--- src/rtl/uop_core_pkg.sv ---
package uop_core_pkg;

  typedef enum logic [3:0] {
    AC_HOLD, AC_ADD, AC_CLR, AC_INC, AC_LDDR, AC_SUB,
    AC_OR, AC_AND, AC_XOR, AC_NOT, AC_SHL, AC_SHR
  } acOp_e;

  typedef enum logic [2:0] {
    DR_HOLD, DR_MEM, DR_AC, DR_INC, DR_PC
  } drOp_e;

  typedef enum logic [1:0] {
    AR_HOLD, AR_DR, AR_PC
  } arOp_e;

  typedef enum logic [1:0] {
    PC_HOLD, PC_INC, PC_AR
  } pcOp_e;

  typedef struct packed {
    acOp_e acOp;
    drOp_e drOp;
    arOp_e arOp;
    pcOp_e pcOp;
    logic  memWr;
  } ctrlStrobes_t;

endpackage

--- src/rtl/uop_field_decode.sv ---
module uop_field_decode
  import uop_core_pkg::*;
(
  input  logic [2:0]   f1,
  input  logic [2:0]   f2,
  input  logic [2:0]   f3,
  output ctrlStrobes_t ctrl
);

  acOp_e acFromF1, acFromF2, acFromF3;

  // first field: accumulator, address register, write strobe
  always_comb begin
    acFromF1   = AC_HOLD;
    ctrl.arOp  = AR_HOLD;
    ctrl.memWr = 1'b0;
    unique case (f1)
      3'b001:  acFromF1   = AC_ADD;
      3'b010:  acFromF1   = AC_CLR;
      3'b011:  acFromF1   = AC_INC;
      3'b100:  acFromF1   = AC_LDDR;
      3'b101:  ctrl.arOp  = AR_DR;
      3'b110:  ctrl.arOp  = AR_PC;
      3'b111:  ctrl.memWr = 1'b1;
      default: ;
    endcase
  end

  // second field: accumulator logic ops and data register loads
  always_comb begin
    acFromF2  = AC_HOLD;
    ctrl.drOp = DR_HOLD;
    unique case (f2)
      3'b001:  acFromF2  = AC_SUB;
      3'b010:  acFromF2  = AC_OR;
      3'b011:  acFromF2  = AC_AND;
      3'b100:  ctrl.drOp = DR_MEM;
      3'b101:  ctrl.drOp = DR_AC;
      3'b110:  ctrl.drOp = DR_INC;
      3'b111:  ctrl.drOp = DR_PC;
      default: ;
    endcase
  end

  // third field: accumulator unary ops and program counter; 111 reserved
  always_comb begin
    acFromF3  = AC_HOLD;
    ctrl.pcOp = PC_HOLD;
    unique case (f3)
      3'b001:  acFromF3  = AC_XOR;
      3'b010:  acFromF3  = AC_NOT;
      3'b011:  acFromF3  = AC_SHL;
      3'b100:  acFromF3  = AC_SHR;
      3'b101:  ctrl.pcOp = PC_INC;
      3'b110:  ctrl.pcOp = PC_AR;
      default: ;
    endcase
  end

  // fixed accumulator write priority: third over second over first
  always_comb begin
    if (acFromF3 != AC_HOLD)      ctrl.acOp = acFromF3;
    else if (acFromF2 != AC_HOLD) ctrl.acOp = acFromF2;
    else                          ctrl.acOp = acFromF1;
  end

endmodule

--- src/rtl/uop_reg_datapath.sv ---
module uop_reg_datapath
  import uop_core_pkg::*;
#(
  parameter int DATA_W = 16,
  parameter int ADDR_W = 11
) (
  input  logic                       clk,
  input  logic                       rstN,
  input  ctrlStrobes_t               ctrl,
  input  logic [DATA_W-1:0]          memRdData,
  output logic [ADDR_W-1:0]          memAddr,
  output logic [DATA_W-1:0]          memWrData,
  output logic                       memWrEn,
  output logic                       acSign,
  output logic                       acZero,
  output logic                       drIndirect,
  output logic [DATA_W-ADDR_W-2:0]   drOpcode
);

  localparam int OP_W = DATA_W - ADDR_W - 1;

  logic [DATA_W-1:0] acReg, drReg, acNext, drNext;
  logic [ADDR_W-1:0] arReg, pcReg, arNext, pcNext;

  always_comb begin
    unique case (ctrl.acOp)
      AC_ADD:  acNext = acReg + drReg;
      AC_CLR:  acNext = '0;
      AC_INC:  acNext = acReg + DATA_W'(1);
      AC_LDDR: acNext = drReg;
      AC_SUB:  acNext = acReg - drReg;
      AC_OR:   acNext = acReg | drReg;
      AC_AND:  acNext = acReg & drReg;
      AC_XOR:  acNext = acReg ^ drReg;
      AC_NOT:  acNext = ~acReg;
      AC_SHL:  acNext = {acReg[DATA_W-2:0], 1'b0};
      AC_SHR:  acNext = {1'b0, acReg[DATA_W-1:1]};
      default: acNext = acReg;
    endcase
  end

  always_comb begin
    drNext = drReg;
    unique case (ctrl.drOp)
      DR_MEM:  drNext = memRdData;
      DR_AC:   drNext = acReg;
      DR_INC:  drNext = drReg + DATA_W'(1);
      DR_PC:   drNext[ADDR_W-1:0] = pcReg;
      default: ;
    endcase
  end

  always_comb begin
    unique case (ctrl.arOp)
      AR_DR:   arNext = drReg[ADDR_W-1:0];
      AR_PC:   arNext = pcReg;
      default: arNext = arReg;
    endcase
  end

  always_comb begin
    unique case (ctrl.pcOp)
      PC_INC:  pcNext = pcReg + ADDR_W'(1);
      PC_AR:   pcNext = arReg;
      default: pcNext = pcReg;
    endcase
  end

  always_ff @(posedge clk or negedge rstN) begin
    if (!rstN) begin
      acReg <= '0;
      drReg <= '0;
      arReg <= '0;
      pcReg <= '0;
    end else begin
      acReg <= acNext;
      drReg <= drNext;
      arReg <= arNext;
      pcReg <= pcNext;
    end
  end

  assign memAddr    = arReg;
  assign memWrData  = drReg;
  assign memWrEn    = ctrl.memWr;
  assign acSign     = acReg[DATA_W-1];
  assign acZero     = (acReg == '0);
  assign drIndirect = drReg[DATA_W-1];
  assign drOpcode   = drReg[DATA_W-2 -: OP_W];

  assert_swap_R6: assert property (@(posedge clk) disable iff (!rstN)
    (ctrl.acOp == AC_LDDR && ctrl.drOp == DR_AC)
      |=> (acReg == $past(drReg) && drReg == $past(acReg)));

  assert_clear_R2: assert property (@(posedge clk) disable iff (!rstN)
    (ctrl.acOp == AC_CLR) |=> (acReg == '0));

  assert_shl_fill_R7: assert property (@(posedge clk) disable iff (!rstN)
    (ctrl.acOp == AC_SHL) |=> (acReg[0] == 1'b0 &&
      acReg[DATA_W-1:1] == $past(acReg[DATA_W-2:0])));

  assert_shr_fill_R7: assert property (@(posedge clk) disable iff (!rstN)
    (ctrl.acOp == AC_SHR) |=> (acReg[DATA_W-1] == 1'b0 &&
      acReg[DATA_W-2:0] == $past(acReg[DATA_W-1:1])));

  assert_dr_upper_kept_R8: assert property (@(posedge clk) disable iff (!rstN)
    (ctrl.drOp == DR_PC) |=> (drReg[DATA_W-1:ADDR_W] == $past(drReg[DATA_W-1:ADDR_W])
      && drReg[ADDR_W-1:0] == $past(pcReg)));

  assert_mem_capture_R9: assert property (@(posedge clk) disable iff (!rstN)
    (ctrl.drOp == DR_MEM) |=> (drReg == $past(memRdData)));

  assert_pc_step_R4: assert property (@(posedge clk) disable iff (!rstN)
    (ctrl.pcOp == PC_INC) |=> (pcReg == $past(pcReg) + ADDR_W'(1)));

endmodule

--- src/rtl/uop_accum_core.sv ---
module uop_accum_core
  import uop_core_pkg::*;
#(
  parameter int DATA_W = 16,
  parameter int ADDR_W = 11
) (
  input  logic                      clk,
  input  logic                      rstN,
  input  logic [2:0]                f1,
  input  logic [2:0]                f2,
  input  logic [2:0]                f3,
  input  logic [DATA_W-1:0]         memRdData,
  output logic [ADDR_W-1:0]         memAddr,
  output logic [DATA_W-1:0]         memWrData,
  output logic                      memWrEn,
  output logic                      acSign,
  output logic                      acZero,
  output logic                      drIndirect,
  output logic [DATA_W-ADDR_W-2:0]  drOpcode
);

  ctrlStrobes_t ctrl;

  uop_field_decode u_decode (
    .f1   (f1),
    .f2   (f2),
    .f3   (f3),
    .ctrl (ctrl)
  );

  uop_reg_datapath #(
    .DATA_W (DATA_W),
    .ADDR_W (ADDR_W)
  ) u_datapath (
    .clk        (clk),
    .rstN       (rstN),
    .ctrl       (ctrl),
    .memRdData  (memRdData),
    .memAddr    (memAddr),
    .memWrData  (memWrData),
    .memWrEn    (memWrEn),
    .acSign     (acSign),
    .acZero     (acZero),
    .drIndirect (drIndirect),
    .drOpcode   (drOpcode)
  );

  // the strobe follows the first field combinationally, with no register
  assert_wr_strobe_R10: assert property (@(posedge clk) disable iff (!rstN)
    (f1 == 3'b111) |-> memWrEn);

endmodule

--- config.mk ---
export PLATFORM = sky130hd
export DESIGN_NAME = uop_accum_core
export DESIGN_NICKNAME = d
export VERILOG_FILES = /design/src/rtl/uop_core_pkg.sv /design/src/rtl/uop_field_decode.sv /design/src/rtl/uop_reg_datapath.sv /design/src/rtl/uop_accum_core.sv
export SDC_FILE = /design/constraint.sdc
export NUM_CORES = 1
export LEC_CHECK = 0
export CAP_MARGIN = 20
export CORE_AREA = 2 2 112 114
export CTS_BUF_LIST = sky130_fd_sc_hd__clkbuf_2
export DETAILED_ROUTE_END_ITERATION = 6
export DIE_AREA = 0 0 114 116
export PLACE_DENSITY = 0.74
export RECOVER_POWER = 50
export SYNTH_ARGS = -nofsm -noshare
export SYNTH_HDL_FRONTEND = slang
export SYNTH_SLANG_ARGS = --single-unit
--- constraint.sdc ---
create_clock -name clk -period 3.1 [get_ports clk]
set_input_delay 0.465 -clock clk [delete_from_list [all_inputs] [get_ports clk]]
set_output_delay 0.465 -clock clk [all_outputs]
set_load 0.02 [all_outputs]
### Yosys cells after proc, flatten, opt, wreduce, memory -nomap -nowiden

Index checks and enable logic that the tools add are counted.

* latch bits: 0
* register bits after elaboration: 54
* bits in read-only memories: 0
* memories kept: 0
* memory bits (writable): 0
* word-level logic and storage cells: 75

* reduce and logical (&&, ||, !) cells: 8
* add/sub/neg operators: 5
* $lt $le $gt $ge: 0
* multipliers: 0
* shift-type cells: 0
* divide/modulo/power cells: 0
* eq/ne operators: 39
* mux-type cells: 14
* bitwise logic cells: 4

Operators with widths (number)
* 16-bit case mux with 11 select lines: 1
* 11-bit case mux with 2 select lines: 2
* 11-bit case mux with 4 select lines: 1
* 3-bit == test, second input constant: 12
* 16-bit by 1-bit adder with 16-bit output, second input constant: 2
* 3-bit by 2-bit == test with 1-bit output, second input constant: 8
* 3-bit case mux with 4 select lines: 2
* 16-bit adder: 1
* 16-bit bitwise AND: 1
* 4-bit by 3-bit == test with 1-bit output, second input constant: 4
* 4-bit == test, second input constant: 4
* 16-bit zero test: 1
* 16-bit NOT: 1
* 16-bit bitwise OR: 1
* 4-bit case mux with 4 select lines: 1
* 16-bit subtractor: 1
* 16-bit XOR: 1
* 5-bit case mux with 3 select lines: 1
* 3-bit by 1-bit == test with 1-bit output, second input constant: 4
* 4-bit nonzero test: 3
* 11-bit by 1-bit adder with 11-bit output, second input constant: 1
* 11-bit nonzero test: 1
* 3-bit case mux with 3 select lines: 1
* 4-bit by 2-bit == test with 1-bit output, second input constant: 2
* other kinds (9): 13

### Logic depth before layout (Yosys ltp)

Gate-level depths: netlist of the first run.

* word-level depth: 7
* gate-level depth with buffers: 17

### Cells and area by module

Synthesis of the first run repeated with hierarchy kept, for this count alone.

* cell total of the unflattened synthesis: 773
* area total of the unflattened synthesis: 5864.4 µm²

By module, submodules not included
* uop_reg_datapath: instances 1, seq. area each 1351.3 µm², area each 5657.9 µm², cells an instance 740
* uop_field_decode: instances 1, seq. area each 0.0 µm², area each 206.4 µm², cells an instance 33

### Worst setup path after synthesis of the first run

OpenSTA, ideal clock, no wires.

* kind: input to register
* from: input f1[1]
* to: register u_datapath.acReg[8]
* arrival time: 3.818 ns
* slack: -0.803 ns
* buffers on the path: 1
* stages: 13
* data required time: 3.014 ns
* cells stage by stage: clkbuf_1 > or3b_2 > a22o_1 > nor2_1 > nand2_1 > and3_1 > fa_1 > a21o_1 > a21o_1 > a21o_1 > a2111oi_0 > o211ai_1 > a32oi_1

* word-level cells in the longest chain between the ends: 6

Ends and longest elaborated chain
* start, declared: line uop_accum_core.sv:9 `input logic [2:0] f1,`
* 3-bit == test, or another cell as far along: line uop_field_decode.sv:17 `unique case (f1)`
* 3-bit case mux with 4 select lines (*): line uop_field_decode.sv:17
* 3-bit 2-to-1 mux (*): line uop_field_decode.sv:63 `else if (acFromF2 != AC_HOLD) ctrl.acOp = acFromF2;`
* 4-bit 2-to-1 mux (*): line uop_field_decode.sv:62 `if (acFromF3 != AC_HOLD) ctrl.acOp = acFromF3;`
* 4-bit == test, or another cell as far along: line uop_reg_datapath.sv:26 `unique case (ctrl.acOp)`
* 16-bit case mux with 11 select lines or 11-bit nonzero test (tied branches)
* end signal, assigned: line uop_reg_datapath.sv:76 `acReg <= acNext;`
* end, declared: line uop_reg_datapath.sv:22 `logic [DATA_W-1:0] acReg, drReg, acNext, drNext;`

Every way passes the cells marked *; elsewhere a longest branch is shown, timed or not.
A chain may end at the register's enable or synchronous reset.

### Worst setup path in the final report of the first run

* from: register u_datapath.drReg[6] (netlist: u_datapath.memWrData[6])
* to: register u_datapath.acReg[15]

* word-level cells in the longest chain between the ends: 2

Ends and longest elaborated chain
* start, declared: line uop_reg_datapath.sv:22
* start signal, assigned: line uop_reg_datapath.sv:77 `drReg <= drNext;`
* 16-bit subtractor or 16-bit adder (tied branches): line uop_reg_datapath.sv:31, uop_reg_datapath.sv:27
* 16-bit case mux with 11 select lines (*): line uop_reg_datapath.sv:26

Marks and branches as above.

==> results.toml, run 1 <==
[outcome]
status = "finished with violations"
violations = "max-capacitance violations, max-slew violations, negative setup slack"

[layout]
multi_input_area_um2 = 4500
layout-drive-gt1-share = 0.245
syn2layout_area_growth_pct = 34.4
post-route-util = 0.668
num-fill-cells = 1012
design_area_um2 = 7950
seqCellArea_um2 = 1350
nets = 1000
fin_cells = 1069

[drt]
vias = 6784
viasPerCell = 6.35
drc = 0
wirelength_um = 22800
drt_iter0_drc = 885
ant_nets = 0
wl_per_cell_um = 21.3
first_pass_iters = 6

[cts]
cts-root-buf = "clkbuf_2"
cts_inserted_buffers = 5
cts_tree = "done"
cts_buffer_depth = 2
path_clk_slew_ps = 320
cts.sinks = 54
htree_levels = 2
clkLatencyLatePin_ps = 540

[synthesis]
synth_enable_flop_cells = 0
yosysSeqAreaShare = 0.228
async_reset_ff_frac = 1.00
synth_nets = 839
ys_warn_count = 0
synth_area_um2 = 5920
ys_seq_elements = 54
synth_flop_cell = "dfrtp_1"
synth_cell_type_count = 68
avgSynthCellArea_um2 = 7.80
netlist_instances = 759

[timing]
min_period_over_period = 1.03
setup_viol = 2
skew_ps = 28.8
rsz0062_at_grt = "true"
min_period_ps = 3200
worst_pin_slew_ps = 2090
finalHoldViolations = 0
fmax_mhz = 313
worst_slack_ps = -99.0
slew_headroom = -0.392
drv_slew = 34

[placed_design]
post-dp-hpwl_um = 17300
gp_congestion = 0.988
dp_slack_ps = -858
dp.cells = 1044
portBuffers = 61
postPlaceCellArea_um2 = 7550

[setup_path]
critPathLaunchType = "flop"
cp.arrival_ps = 3670
path_cells = "or3_4 > buf_6 > nor2_4 > a21oi_1 > xnor2_1 > nor2_1 > ha_1 > a21o_1 > a31o_4 > a21oi_2 > o21bai_2 > o211a_1 > o211ai_1 > nor3b_2"
crit_path_max_incr_delay_ps = 450
worstSetupEndpointType = "flop"
path_buf_inv = 1
crit_slowest_cell = "dfrtp_1"
required_ps = 3570
cp_top_family = "compound AO/OA/AOI/OAI gates"
cp_max_fo = 4
worst-setup-path-type = "flop to flop"

[grt]
antenna_found_initial = 1
grt_max_degree = 42
grt-ovfl-total = 0
grt_pass1_wl_um = 36100
grt.total_usage = 0.351
grt_pass1_vias = 6680

[floorplanning]
chipWidth_um = 114
chipHeight_um = 116
die_area_um2 = 13200
initial_utilization = 0.497
ios = 62
row_count = 40
core_um2 = 11900

[worst_hold_path]
hp-class = "flop to flop"

[power]
ir_worst_vdd_v = 0.000648
power.total_mw = 6.08
cellLeakagePower_nw = 3.48
powerDensity_nw_per_um2 = 764

[run]
drv_cap = 1
-- per-stage QoR --
stage          setup TNS (ps)  hold WS [ps]
4_1_cts                 -83.2           526
3_5_place_dp            -9670           494
5_1_grt                  -568           572
3_3_place_gp            -8250           487
2_1_floorplan           -1790           169
6_report                -99.4           549
-- where the power goes --
group	switching, mW	internal (mW)
registers	0.510	0.936
logic	2.19	2.04
clock network	0.263	0.137
total	2.97	3.11
-- registers in the layout (all words and copies together), names as in the netlist --
signal,flops
u_datapath.memWrData,16
u_datapath.memAddr,11
u_datapath.pcReg,11
u_datapath.acReg,16
-- cell usage in the layout (no fill, tap or decap), types with 8 or more instances in the layout --
cell / n
a21o_1: 8
a21oi_1: 47
a221oi_1: 11
a22oi_1: 21
a31oi_1: 17
buf_4: 135
clkbuf_2: 10
clkdlybuf4s50_1: 51
dfrtp_1: 52
ha_1: 49
inv_1: 43
mux2i_1: 25
nand2_1: 62
nand3_1: 14
nor2_1: 61
nor2b_1: 9
nor3_1: 13
o211ai_1: 11
o21ai_0: 58
o221ai_1: 9
o22ai_1: 8
xnor2_1: 24
-- cells in the mapped netlist (all sizes together), types with 4 or more instances --
cell	n	area, um^2
nand2b	4	25.0
nand3b	6	45.0
a22oi	21	158
a31oi	18	113
dfrtp	54	1350
inv	46	173
o22ai	8	50.1
a221oi	12	105
o211ai	11	82.6
ha	52	651
or2	5	31.3
nor2	67	251
a32oi	6	52.6
nor3	16	90.1
a21o	8	60.1
a2111oi	4	35.0
o21ai	68	340
a211o	4	35.0
mux2i	25	250
o221ai	9	78.8
mux4	5	113
a211oi	6	45.0
nand3	15	75.1
a22o	4	35.0
xor2	6	52.6
xnor2	27	236
clkbuf	33	124
a21oi	51	255
nor2b	11	68.8
nand2	66	248
buf	18	98.9
and3	9	56.3
nor4	7	43.8
-- per-layer routing --
layer,share of wire,vias up,track usage
met1,0.41,3244,0.464
met2,0.47,352,0.568
met3,0.086,68,0.0706
li1,-,3120,-
met4,0.037,0,0.140
met5,0,-,0
-- final timing paths --
path	startpoint	end	slack, ps	cells past startpoint
min in group asynchronous	rstN	u_datapath.memWrData[4]	1010	2
setup reg to reg	u_datapath.memWrData[6]	u_datapath.acReg[15]	-100	14
hold / removal	u_datapath.memAddr[1]	u_datapath.memAddr[1]	550	2
max in group asynchronous	rstN	u_datapath.memAddr[7]	600	3
setup / recovery	u_datapath.memWrData[6]	u_datapath.acReg[15]	-100	14
hold reg to reg	u_datapath.memAddr[1]	u_datapath.memAddr[1]	550	2
-- repair_timing --
action | in CTS | in global routing
pin swaps | 17 | 25
setup buffers | 9 | 7
endpoints found under the setup margin | 11 | 10
hold endpoints to repair | 2 | 0
hold buffers | 1 | 0
gates resized for setup | 37 | 47
-- cell families after synthesis --
| group | Yosys count | synth area share |
|---|---|---|
| compound gates | 260 | 0.288 |
| xor+xnor | 33 | 0.0488 |
| fa+ha+maj | 55 | 0.117 |
| buf+inv | 98 | 0.0675 |
| flops | 54 | 0.228 |
| mux | 32 | 0.0651 |
| simple gates | 227 | 0.186 |
-- cell type report --
type,instances,share of cell area
Multi-Input combinational cell,607,0.566
Timing Repair Buffer,205,0.209
Sequential cell,54,0.170
Tap cell,147,0.0231
Inverter,47,0.0222
Clock inverter,3,0.00535
Clock buffer,5,0.00315
Antenna cell,1,0.000315
-- tightest hold or removal path, cell delays in order, from the launching register on --
cell	delay, ps
dfrtp_1	440
nand2_1	50
o21ai_0	60
No activity file was read; power rests on OpenSTA's default activity.
==> inputs of run 2 (changes only) <==
--- a/config.mk
+++ b/config.mk
@@ -12,6 +12,7 @@
 export DIE_AREA = 0 0 114 116
 export PLACE_DENSITY = 0.74
 export RECOVER_POWER = 50
+export REMOVE_ABC_BUFFERS = 1
 export SYNTH_ARGS = -nofsm -noshare
 export SYNTH_HDL_FRONTEND = slang
 export SYNTH_SLANG_ARGS = --single-unit
==> results.toml, run 2 (synthesis results as in run 1) <==
[outcome]
status = "finished with violations"
violations = "design-rule violations, negative setup slack"

[setup_path]
cp_max_fo = 4
crit_slowest_cell = "dfrtp_1"
cp.arrival_ps = 3760
cpMostUsedCell = "buf_4"
cp_top_family = "compound AO/OA/AOI/OAI gates"
path_buf_inv = 3
path_cells = "or2_4 > nor4_4 > buf_4 > buf_4 > nor2_1 > xnor2_1 > nor2_1 > ha_4 > a21oi_2 > o21ai_2 > a31oi_4 > a2111oi_4 > buf_4 > o211a_1 > o211ai_1 > nor3b_2"
required_ps = 3590
worst-setup-path-type = "flop to flop"
crit_path_max_incr_delay_ps = 490
critPathLaunchType = "flop"
worstSetupEndpointType = "flop"

[timing]
finalHoldViolations = 0
drv_slew = 0
skew_ps = 64.2
min_period_over_period = 1.06
min_period_ps = 3280
worst_slack_ps = -177
fmax_mhz = 305
rsz0062_at_grt = "true"
worst_pin_slew_ps = 1390
slew_headroom = 0.0765
setup_viol = 5
tns_ps = -333

[cts]
cts_buffer_depth = 2
htree_levels = 2
cts-root-buf = "clkbuf_2"
cts_inserted_buffers = 5
path_clk_slew_ps = 390
clkLatencyLatePin_ps = 580
cts.sinks = 54
cts_tree = "done"

[floorplanning]
row_count = 40
core_um2 = 11900
die_area_um2 = 13200
initial_utilization = 0.497
chipWidth_um = 114
chipHeight_um = 116
ios = 62

[grt]
grt_max_degree = 51
grt_pass1_vias = 6778
grt_pass1_wl_um = 37000
grt-ovfl-total = 0
grt.total_usage = 0.362
antenna_found_initial = 1

[placed_design]
post-dp-hpwl_um = 17900
dp.cells = 1049
portBuffers = 61
gp_congestion = 0.978

[drt]
first_pass_iters = 7
wl_per_cell_um = 22.7
vias = 6993
wirelength_um = 24300
ant_nets = 0
drc = 5
drt_iter0_drc = 976
viasPerCell = 6.51

[run]
drv_cap = 0

[layout]
nets = 1005
fin_cells = 1074
syn2layout_area_growth_pct = 36.1
final_common_cell = "buf_4"
layout-drive-gt1-share = 0.257
final_cell_mix = "buf_4, nor2_1, nand2_1"

[worst_hold_path]
hp-class = "input port to async pin"

[power]
cellLeakagePower_nw = 3.52
ir_worst_vdd_v = 0.000715
power.total_mw = 6.48
powerDensity_nw_per_um2 = 804
-- run 2: final cells by class --
cell class              count  area, um^2
diodes                      1        2.50
clock buffers               5        25.0
clock inverters             3        28.8
fillers                   969        3860
inverters                  47         176
multi-input cells         607        4570
flip-flops and latches     54        1350
well taps                 147         184
repair buffers            210        1710
-- run 2: stage by stage --
step,utilization,worst slack (ps),hold slack (ps),cell area (um^2)
floorplan,-,-781,169,5690
global placement,0.628,-1270,275,7480
detailed placement,0.628,-1330,276,7480
CTS,0.653,-101,204,7780
global route,0.676,-284,233,8050
finish,0.676,-177,245,8050
-- run 2: what timing repair did --
item | CTS | global route
resized for setup | 71 | 53
endpoints found under the hold margin | 4 | 0
setup endpoints to repair | 11 | 10
pin swaps | 28 | 43
hold buffers | 1 | 0
setup buffers | 7 | 10
-- run 2: power by group --
| group | switching [mW] | internal (mW) |
|---|---|---|
| Sequential | 0.438 | 0.936 |
| Clock | 0.295 | 0.0663 |
| Combinational | 2.51 | 2.23 |
-- run 2: per-layer routing --
layer / routed length, um / up-vias / track usage / part of all wire
li1: - / 3142 / - / -
met5: 0 / - / 0 / 0
met3: 2210 / 81 / 0.0654 / 0.091
met2: 11000 / 405 / 0.559 / 0.45
met4: 1200 / 0 / 0.194 / 0.049
met1: 9920 / 3365 / 0.483 / 0.41
-- run 2: final timing paths --
check                                        start                  endpoint  slack (ps)  cells past startpoint
max                        u_datapath.memWrData[1]      u_datapath.acReg[15]        -180                     16
min reg2reg                 u_datapath.memAddr[10]    u_datapath.memAddr[10]         570                      2
min                                           rstN  u_datapath.memWrData[15]         240                      2
max reg2reg                u_datapath.memWrData[1]      u_datapath.acReg[15]        -180                     16
min in group clk                             f2[2]   u_datapath.memWrData[2]         460                      5
max in group asynchronous                     rstN   u_datapath.memWrData[2]        1300                      3
